<file path="config.mk">
export PLATFORM = sky130hd
export DESIGN_NAME = pwm3_timer
export DESIGN_NICKNAME = d
export VERILOG_FILES = /design/src/rtl/pwm3_pkg.sv /design/src/rtl/pwm3_tick_sel.sv /design/src/rtl/pwm3_counter.sv /design/src/rtl/pwm3_channel.sv /design/src/rtl/pwm3_timer.sv
export SDC_FILE = /design/constraint.sdc
export NUM_CORES = 1
export LEC_CHECK = 0
export BUFFER_PORTS_ARGS = -buffer_cell sky130_fd_sc_hd__buf_4
export CAP_MARGIN = 20
export CORE_ASPECT_RATIO = 0.5
export CORE_MARGIN = 2
export CORE_UTILIZATION = 30
export CTS_BUF_LIST = sky130_fd_sc_hd__clkbuf_8 sky130_fd_sc_hd__clkbuf_16
export CTS_CLUSTER_SIZE = 20
export DETAILED_ROUTE_END_ITERATION = 7
export PLACE_DENSITY = 0.42
export SYNTH_ARGS = -nofsm -noshare
export SYNTH_HDL_FRONTEND = slang
export SYNTH_SLANG_ARGS = --single-unit
export TNS_END_PERCENT = 10
</file>
<file path="constraint.sdc">
create_clock -name clk -period 4.55 [get_ports clk]
set_clock_uncertainty 0.1 [all_clocks]
set_input_delay 0.91 -clock clk [delete_from_list [all_inputs] [get_ports clk]]
set_output_delay 0.91 -clock clk [all_outputs]
set_load 0.01 [all_outputs]
</file>
<file path="src/rtl/pwm3_pkg.sv">
package pwm3_pkg;
   localparam int NCH     = 3;
   localparam int CFG_W   = 10;

   typedef enum logic [2:0] {
      A_PERIOD = 3'd0,
      A_DUTY0  = 3'd1,
      A_DUTY1  = 3'd2,
      A_DUTY2  = 3'd3,
      A_COUNT  = 3'd4,
      A_CONFIG = 3'd5,
      A_START  = 3'd6,
      A_CLEAR  = 3'd7
   } reg_addr_e;

   typedef enum logic [1:0] {
      EDGE_RISE = 2'd0,
      EDGE_FALL = 2'd1,
      EDGE_BOTH = 2'd2,
      EDGE_NONE = 2'd3
   } edge_mode_e;

   typedef struct packed {
      logic             manual_stop;
      logic [NCH-1:0]   start_lvl;
      logic [NCH-1:0]   act_high;
      logic [NCH-1:0]   out_en;
   } cfg_t;
endpackage

</file>
<file path="src/rtl/pwm3_tick_sel.sv">
module pwm3_tick_sel #(
   parameter int SYNC_STAGES = 2,
   parameter bit EXT_SRC_EN  = 1'b1
) (
   input  logic       clk,
   input  logic       rst_n,
   input  logic       int_en,
   input  logic       ext_pin,
   input  logic       src_ext,
   input  logic [1:0] edge_mode,
   output logic       tick
);
   import pwm3_pkg::*;

   if (SYNC_STAGES < 2) begin : g_bad_sync
      $error("pwm3_tick_sel: SYNC_STAGES must be at least 2");
   end

   if (EXT_SRC_EN) begin : g_ext
      localparam int SH_W = SYNC_STAGES + 1;
      logic [SH_W-1:0] sh_q;
      logic            now_lvl, old_lvl, ext_tick;

      always_ff @(posedge clk or negedge rst_n) begin
         if (!rst_n) sh_q <= '0;
         else        sh_q <= {sh_q[SH_W-2:0], ext_pin};
      end

      assign now_lvl = sh_q[SYNC_STAGES-1];
      assign old_lvl = sh_q[SYNC_STAGES];

      always_comb begin
         case (edge_mode_e'(edge_mode))
            EDGE_RISE: ext_tick = now_lvl & ~old_lvl;
            EDGE_FALL: ext_tick = ~now_lvl & old_lvl;
            EDGE_BOTH: ext_tick = now_lvl ^ old_lvl;
            default:   ext_tick = 1'b0;
         endcase
      end

      assign tick = src_ext ? ext_tick : int_en;
   end else begin : g_int
      assign tick = int_en;
   end
endmodule

</file>
<file path="src/rtl/pwm3_counter.sv">
module pwm3_counter #(
   parameter int W = 16
) (
   input  logic         clk,
   input  logic         rst_n,
   input  logic         tick,
   input  logic         start_wr,
   input  logic         start_val,
   input  logic         manual_stop,
   input  logic         cnt_wr,
   input  logic [W-1:0] cnt_wdata,
   input  logic [W-1:0] period,
   output logic [W-1:0] cnt,
   output logic         running,
   output logic         step,
   output logic         per_hit,
   output logic         ovf
);
   localparam logic [W-1:0] CNT_MAX = '1;

   logic [W-1:0] cnt_q;
   logic         run_q;

   assign step    = run_q & tick & ~cnt_wr;
   assign per_hit = (cnt_q == period);
   assign ovf     = step & ~per_hit & (cnt_q == CNT_MAX);
   assign cnt     = cnt_q;
   assign running = run_q;

   always_ff @(posedge clk or negedge rst_n) begin
      if (!rst_n) begin
         cnt_q <= '0;
      end else if (cnt_wr) begin
         cnt_q <= cnt_wdata;
      end else if (step) begin
         if (per_hit) cnt_q <= manual_stop ? '0 : cnt_q;
         else         cnt_q <= cnt_q + 1'b1;
      end
   end

   always_ff @(posedge clk or negedge rst_n) begin
      if (!rst_n) begin
         run_q <= 1'b0;
      end else if (start_wr) begin
         if (start_val)        run_q <= 1'b1;
         else if (manual_stop) run_q <= 1'b0;
      end else if (step && per_hit && !manual_stop) begin
         run_q <= 1'b0;
      end
   end


   cnt_hold_chk: assert property (@(posedge clk) disable iff (!rst_n)
      (!run_q && !cnt_wr) |=> $stable(cnt_q));


   wrap_chk: assert property (@(posedge clk) disable iff (!rst_n)
      (step && per_hit && manual_stop) |=> (cnt_q == '0));


   oneshot_chk: assert property (@(posedge clk) disable iff (!rst_n)
      (step && per_hit && !manual_stop && !start_wr) |=> (!run_q && $stable(cnt_q)));
endmodule

</file>
<file path="src/rtl/pwm3_channel.sv">
module pwm3_channel #(
   parameter int W = 16
) (
   input  logic         clk,
   input  logic         rst_n,
   input  logic [W-1:0] cnt,
   input  logic [W-1:0] duty,
   input  logic         step,
   input  logic         per_hit,
   input  logic         load,
   input  logic         en,
   input  logic         act_high,
   input  logic         start_lvl,
   input  logic         cut,
   output logic         duty_hit,
   output logic         pin
);
   logic lvl_q;

   assign duty_hit = (cnt == duty);

   always_ff @(posedge clk or negedge rst_n) begin
      if (!rst_n) begin
         lvl_q <= 1'b0;
      end else if (load) begin
         lvl_q <= start_lvl;
      end else if (step) begin
         if (per_hit)       lvl_q <= ~act_high;
         else if (duty_hit) lvl_q <= act_high;
      end
   end

   always_comb begin
      if (!en)     pin = 1'b0;
      else if (cut) pin = ~act_high;
      else          pin = lvl_q;
   end


   period_inactive_chk: assert property (@(posedge clk) disable iff (!rst_n)
      (step && per_hit && !load) |=> (lvl_q == ~$past(act_high)));


   duty_active_chk: assert property (@(posedge clk) disable iff (!rst_n)
      (step && !per_hit && duty_hit && !load) |=> (lvl_q == $past(act_high)));
endmodule

</file>
<file path="src/rtl/pwm3_timer.sv">
module pwm3_timer #(
   parameter int W           = 16,
   parameter int SYNC_STAGES = 2,
   parameter bit EXT_SRC_EN  = 1'b1
) (
   input  logic         clk,
   input  logic         rst_n,
   input  logic         cnt_en,
   input  logic         ext_clk_pin,
   input  logic         src_ext,
   input  logic [1:0]   edge_mode,
   input  logic         wr_en,
   input  logic [2:0]   wr_addr,
   input  logic [W-1:0] wr_data,
   input  logic         cut_in,
   output logic [W-1:0] count,
   output logic         irq_cmp,
   output logic         irq_ovf,
   output logic [2:0]   pwm_out
);
   import pwm3_pkg::*;

   if (W < CFG_W) begin : g_bad_width
      $error("pwm3_timer: W must hold the configuration word");
   end

   logic [W-1:0]   period_q;
   logic [W-1:0]   duty_q [NCH];
   cfg_t           cfg_q;
   logic           cut_q, cut_any;
   logic           tick, step, per_hit, ovf, running;
   logic           start_wr, cnt_wr, clr_wr, load;
   logic [NCH-1:0] duty_hit;
   logic [W-1:0]   cnt;

   assign start_wr = wr_en && (reg_addr_e'(wr_addr) == A_START);
   assign cnt_wr   = wr_en && (reg_addr_e'(wr_addr) == A_COUNT);
   assign clr_wr   = wr_en && (reg_addr_e'(wr_addr) == A_CLEAR) && wr_data[0];
   assign load     = start_wr && wr_data[0] && !running;
   assign cut_any  = cut_in | cut_q;

   always_ff @(posedge clk or negedge rst_n) begin
      if (!rst_n) begin
         period_q <= '0;
         cfg_q    <= '0;
      end else if (wr_en) begin
         if (reg_addr_e'(wr_addr) == A_PERIOD) period_q <= wr_data;
         if (reg_addr_e'(wr_addr) == A_CONFIG) cfg_q    <= cfg_t'(wr_data[CFG_W-1:0]);
      end
   end

   for (genvar i = 0; i < NCH; i++) begin : g_duty
      localparam logic [2:0] MY_ADDR = 3'(A_DUTY0) + 3'(i);
      always_ff @(posedge clk or negedge rst_n) begin
         if (!rst_n)                             duty_q[i] <= '1;
         else if (wr_en && wr_addr == MY_ADDR)   duty_q[i] <= wr_data;
      end
   end

   always_ff @(posedge clk or negedge rst_n) begin
      if (!rst_n)      cut_q <= 1'b0;
      else if (cut_in) cut_q <= 1'b1;
      else if (clr_wr) cut_q <= 1'b0;
   end

   pwm3_tick_sel #(.SYNC_STAGES(SYNC_STAGES), .EXT_SRC_EN(EXT_SRC_EN)) u_tick (
      .clk(clk), .rst_n(rst_n), .int_en(cnt_en), .ext_pin(ext_clk_pin),
      .src_ext(src_ext), .edge_mode(edge_mode), .tick(tick)
   );

   pwm3_counter #(.W(W)) u_cnt (
      .clk(clk), .rst_n(rst_n), .tick(tick), .start_wr(start_wr),
      .start_val(wr_data[0]), .manual_stop(cfg_q.manual_stop), .cnt_wr(cnt_wr),
      .cnt_wdata(wr_data), .period(period_q), .cnt(cnt), .running(running),
      .step(step), .per_hit(per_hit), .ovf(ovf)
   );

   for (genvar i = 0; i < NCH; i++) begin : g_ch
      pwm3_channel #(.W(W)) u_ch (
         .clk(clk), .rst_n(rst_n), .cnt(cnt), .duty(duty_q[i]), .step(step),
         .per_hit(per_hit), .load(load), .en(cfg_q.out_en[i]),
         .act_high(cfg_q.act_high[i]), .start_lvl(cfg_q.start_lvl[i]),
         .cut(cut_any), .duty_hit(duty_hit[i]), .pin(pwm_out[i])
      );
   end

   always_ff @(posedge clk or negedge rst_n) begin
      if (!rst_n) begin
         irq_cmp <= 1'b0;
         irq_ovf <= 1'b0;
      end else begin
         irq_cmp <= step && (per_hit || |(duty_hit & cfg_q.out_en));
         irq_ovf <= ovf;
      end
   end

   assign count = cnt;


   ovf_zero_chk: assert property (@(posedge clk) disable iff (!rst_n)
      irq_ovf |-> (count == '0));


   cut_latch_chk: assert property (@(posedge clk) disable iff (!rst_n)
      cut_in |=> cut_q);


   cmp_pulse_chk: assert property (@(posedge clk) disable iff (!rst_n)
      irq_cmp |-> $past(running));
endmodule

</file>
Word level (Yosys, flattened, before mapping) --
Index checks and enable logic that the tools add are counted.
Cells by class: reduce and logical (&&, ||, !) cells 32, add/sub/neg operators 1, equal/unequal tests 16, bitwise operators 16, mux-type cells 30
Operator list (number):
- 16-bit == test | 4
- 16-bit two-way mux | 4
- 1-bit two-way mux | 25
- 16-bit by 1-bit adder with 16-bit output, second input constant | 1
- 16-bit == test, second input constant | 1
- 2-bit AND reduction | 7
- 3-bit == test, second input constant | 4
- 1-bit logical AND | 12
- 3-bit nonzero test | 3
- 2-bit nonzero test | 4
- 1-bit NOT | 7
- 1-bit bitwise AND | 6
- 3-bit by 2-bit == test with 1-bit output, second input constant | 2
- 3-bit bitwise AND | 1
- 3-bit by 1-bit == test with 1-bit output, second input constant | 1
- 3-bit zero test | 1
- 3-bit by 2-bit != test with 1-bit output, second input constant | 1
- 3-bit != test, second input constant | 1
- 1-bit one-hot mux with 3 select lines | 1
- 3-bit OR reduction | 1
- 2-bit by 1-bit == test with 1-bit output, second input constant | 1
- 2-bit == test, second input constant | 1
- 1-bit zero test | 2
- 2-bit zero test | 1
- other kinds (3) | 3
Storage, ports and cells: input bits 28, output and inout bits 21, flip-flop bits (word level) 100

Logic depth before layout (Yosys ltp) --
depth after elaboration 10, mapped depth 8, mapped depth without buffers 7

Hierarchy --
A second synthesis with hierarchy kept.
Unflattened totals: cell total of the unflattened synthesis 447, area total of the unflattened synthesis 5338.9 µm²
By module, submodules not included:
- pwm3_timer | sequential area each 1986.9 µm², area each 3049.2 µm², cells each 176, instances 1
- pwm3_counter | sequential area each 425.4 µm², area each 1353.8 µm², cells each 166, instances 1
- pwm3_channel | sequential area each 25.0 µm², area each 262.8 µm², cells each 31, instances 3
- pwm3_tick_sel | sequential area each 75.1 µm², area each 147.6 µm², cells each 12, instances 1

Least setup slack after synthesis --
No wires, ideal clock.
path kind input-to-output, start input port cut_in, end output port pwm_out[0], required time 3540 ps, setup slack 2172 ps, arrival time 1368 ps, stages on the path 2, path through o311a_1 -> buf_4
On the way: cells in the longest elaborated chain, start to end 3
RTL lines:
- start: declaration | line pwm3_timer.sv:15 | input logic cut_in,
- 1-bit OR | line pwm3_timer.sv:40 | assign cut_any = cut_in | cut_q;
- 1-bit two-way mux | line pwm3_channel.sv:35 | else if (cut) pin = ~act_high;
- 1-bit two-way mux | line pwm3_channel.sv:34 | if (!en) pin = 1'b0;
- end: declaration | line pwm3_timer.sv:19 | output logic [2:0] pwm_out
Every way passes these cells.

Final worst setup path --
start input port wr_addr[1], end register u_cnt.cnt_q[1] (netlist: u_cnt.cnt[1])
On the way: cells in the longest elaborated chain, start to end 6, elaborated cells between the ends (all ways) 8, those cells by class eq/ne (2); mux (1); bitwise (2); reduce/logical (3)
RTL lines:
- start: declaration | line pwm3_timer.sv:13 | input logic [2:0] wr_addr,
- 3-bit == test * | line pwm3_timer.sv:37 | assign cnt_wr = wr_en && (reg_addr_e'(wr_addr) == A_COUNT);
- 1-bit logical AND * | line pwm3_timer.sv:37
- 1-bit NOT | line pwm3_counter.sv:24 | assign step = run_q & tick & ~cnt_wr;
- 1-bit bitwise AND | line pwm3_counter.sv:24
- 2-bit nonzero test (no source line)
- 2-bit AND reduction (no source line)
- end signal: assignment | line pwm3_counter.sv:34 | cnt_q <= cnt_wdata;
- end signal: assignment | line pwm3_counter.sv:36 | if (per_hit) cnt_q <= manual_stop ? '0 : cnt_q;
- end signal: assignment | line pwm3_counter.sv:37 | else cnt_q <= cnt_q + 1'b1;
- end: declaration | line pwm3_counter.sv:21 | logic [W-1:0] cnt_q;
Every way passes the cells marked *; elsewhere a longest branch is shown, timed or not. A chain may end at the register's enable or synchronous reset.

==> results.md <==
* Status: completed
* Clk_lat worst skew at about 350 ps
* Synth warn at 0
* Count leader, synth: mux2_2
* Mapped Cells at ~480
* Hold_buf cts at 0
* Place WS at 1120 ps
* Max incr delay on CP at ~730 ps
* CP Capture Type: flip-flop
* Final WS setup at approximately 1500 ps
* Largest net degree at the start of global routing at 62
* Synth Register Bits at 100
* LEAKAGE at 2.55 nW
* DR vias at 3940
* Worst Setup Start Kind: primary input
* RD Place Congestion at between 0.7 and 0.8
* Max-slew headroom at a little under a quarter
* First-pass GRT wire length at roughly 26000 microns
* Post-Syn Nets at 512
* Antenna violations before repair at 0
* Clock buffer depth at 2
* Layout cell share with drive strength beyond 1 at approximately 41%
* Std-Cell Rows at 35
* Mean post-synth cell area at ~12 sq um
* Synth top area share at a little under a quarter
* # clock sinks at 100
* Post-CTS Resized at 0
* Starting Density at 30.6%
* Dominant cells by area after synthesis: dfrtp_1 (23%), dfstp_2 (22%), mux2_2 (14%)
* Most frequent cells after synthesis: mux2_2 (70), dfrtp_1 (52), dfstp_2 (48), xnor2_1 (48), buf_2 (24)
* CTS tree: done
* Cell family with the largest share of critical-path delay: simple AND/OR/NAND/NOR gates
* Worst path required time at around 4700 ps
* DRT iter0 DRCs at 209
* Total die area at 0.0200 sq mm
* CP max FO at 10
* Detail Route Antenna Nets at 0
* Detailed Route WL at approximately 17000 microns
* Final worst-path cycle share at approximately two thirds
* Layout net count at ~540
* Fill cells at roughly 1.9k
* Gr usage total at roughly 18%
* Cell-by-cell trace of the critical path: buf_4 > nand4bb_1 > nand2_1 > a2bb2oi_1 > buf_4 > mux2i_1
* DP HPWL at ~12000 microns
* RSZ-0062 raised after global routing: no
* Vias per inst at a little over 5
* Slew @ Worst Pin at around 1100 ps
* DRC viols at 0
* Synthesized area at ~0.0056 sq mm
* Routed WL per cell at 22.7 microns
* Die span in y at a little over 100 microns
* FFs w/ async S/R, synth at 100%
* Core ar. at roughly 0.018 sq mm
* Register area share after synthesis at roughly 46%
* Max frequency at 0.326 GHz
* Slowest CP cell: a2bb2oi_1
* Final hold viol count at 0
* Period minus WS final at 3070 ps
* Top cell by count, worst path: buf_4
* Total gr overflow at 0
* Area leader, netlist: dfrtp_1
* Final slew viol count at 0
* Dpl cell area at about 0.0062 sq mm
* I/O Buffers at 48
* Vias in the first global route at between 3k and 4k
* P&R area growth vs syn at 15.1%
* Final Setup Violations at 0
* CTS root buffer: clkbuf_16
* Die W at ~200 microns
* VDD IR max at ~170 uV
* Unique masters post-synth at 57
* Reg clk slew, reported paths at ~70 ps
* TritonRoute pass-1 iters at 5
* Post-synth EDFFs at 0
* TNS Setup at 0 ps
* Finished Cell Area at approximately 0.0065 sq mm
* Max H-tree Level at 3
* CP bufs+invs at 2
* Inserted Clock Buffers at 9
* Top Ports at 49
* Pwr dens at 461 mW/mm^2
* Top FF cell, synth: dfrtp_1
* Max cap viols at 0
* Post-CTS Setup Bufs at 0
* CP Class: in -> reg
* Class of the worst hold path: reg -> reg
* Arr. time, crit path at roughly 3300 ps
-- sequential cells by signal (all words and copies together) (netlist names) --
name / cells
u_cnt.running: 1
duty_q: 48
g_ch.u_ch.lvl_q: 3
u_cnt.cnt: 16
period_q: 16
cut_q: 1
cfg_q: 10
irq_ovf: 1
irq_cmp: 1
u_tick.g_ext.sh_q: 3
-- kinds of logic after synthesis --
family,after synthesis,synth area share [%]
buffers and inverters,55,5.13
multiplexers,78,15.5
flip-flops,100,45.5
adder cells (fa/ha/maj),3,0.667
AO/OA/AOI/OAI,57,8.49
AND/OR/NAND/NOR,124,14.8
XOR/XNOR,64,9.95
-- stage by stage --
stage | hold slack, ps | cells | total power, W | utilization [%]
3_5_place_dp | 236 | 741 | 0.00218 | 33.5
5_1_grt | 283 | 757 | 0.00316 | 35.2
4_1_cts | 261 | 757 | 0.00301 | 35.2
6_report | 257 | 758 | 0.00299 | 35.2
2_1_floorplan | 231 | 481 | 0.00190 | -
3_3_place_gp | 235 | 741 | 0.00218 | 33.5
-- worst paths after layout --
path | end | cells after the start | slack (ps) | start
hold / removal | u_tick.g_ext.sh_q[1] | 0 | 260 | u_tick.g_ext.sh_q[0]
hold reg to reg | u_tick.g_ext.sh_q[1] | 0 | 260 | u_tick.g_ext.sh_q[0]
setup / recovery | u_cnt.cnt[1] | 6 | 1480 | wr_addr[1]
min in group asynchronous | period_q[1] | 1 | 570 | rst_n
setup reg to reg | u_cnt.cnt[1] | 6 | 1590 | u_cnt.cnt[3]
max in group asynchronous | duty_q[41] | 2 | 2900 | rst_n
-- layout by cell type, fill, tap and decap left out, types with 3 or more instances in the layout --
master | netlist | routed
mux2_2 | 70 | 70
buf_4 | 6 | 60
dfrtp_1 | 52 | 52
xnor2_1 | 48 | 48
dfstp_2 | 48 | 48
nand4_1 | 23 | 23
nand2_1 | 18 | 18
inv_1 | 15 | 17
xor2_1 | 16 | 16
nand3_1 | 13 | 13
nor2_1 | 11 | 11
clkbuf_16 | 0 | 10
and2_1 | 8 | 8
and3_1 | 8 | 8
o211ai_2 | 8 | 8
nor4_1 | 7 | 7
nand4b_1 | 7 | 7
a31oi_1 | 6 | 6
a21oi_1 | 6 | 6
o21ai_0 | 5 | 5
nor3_1 | 5 | 5
nor4_4 | 4 | 4
a22oi_1 | 4 | 4
and4_1 | 4 | 4
mux2_1 | 4 | 4
mux2i_1 | 4 | 4
o21ai_1 | 3 | 3
o311a_1 | 3 | 3
o2111ai_1 | 3 | 3
a32oi_1 | 3 | 3
ha_1 | 3 | 3
-- power breakdown --
part	switching, W	internal, W
Combinational	0.000432	0.000424
Clock	0.000352	0.000472
Sequential	0.000181	0.00113
Total	0.000965	0.00202
-- metal layers --
layer	part of all wire, %	vias up	global-route usage (%)
met5	0	-	0
met3	3.8	16	3.35
li1	-	1815	-
met1	55	2023	28.8
met2	40	86	25.4
met4	1.2	0	3.99
-- area by class of cell --
type | instances | area, sq um | area share (%)
clock inverters | 5 | 51.3 | 0.791
clock buffers | 11 | 264 | 4.07
inverters | 15 | 56.3 | 0.869
repair buffers | 60 | 450 | 6.95
flip-flops and latches | 100 | 2560 | 39.5
diodes | 1 | 2.50 | 0.0386
well taps | 240 | 300 | 4.63
multi-input cells | 326 | 2800 | 43.1
Power figures use the tool's default switching activity.
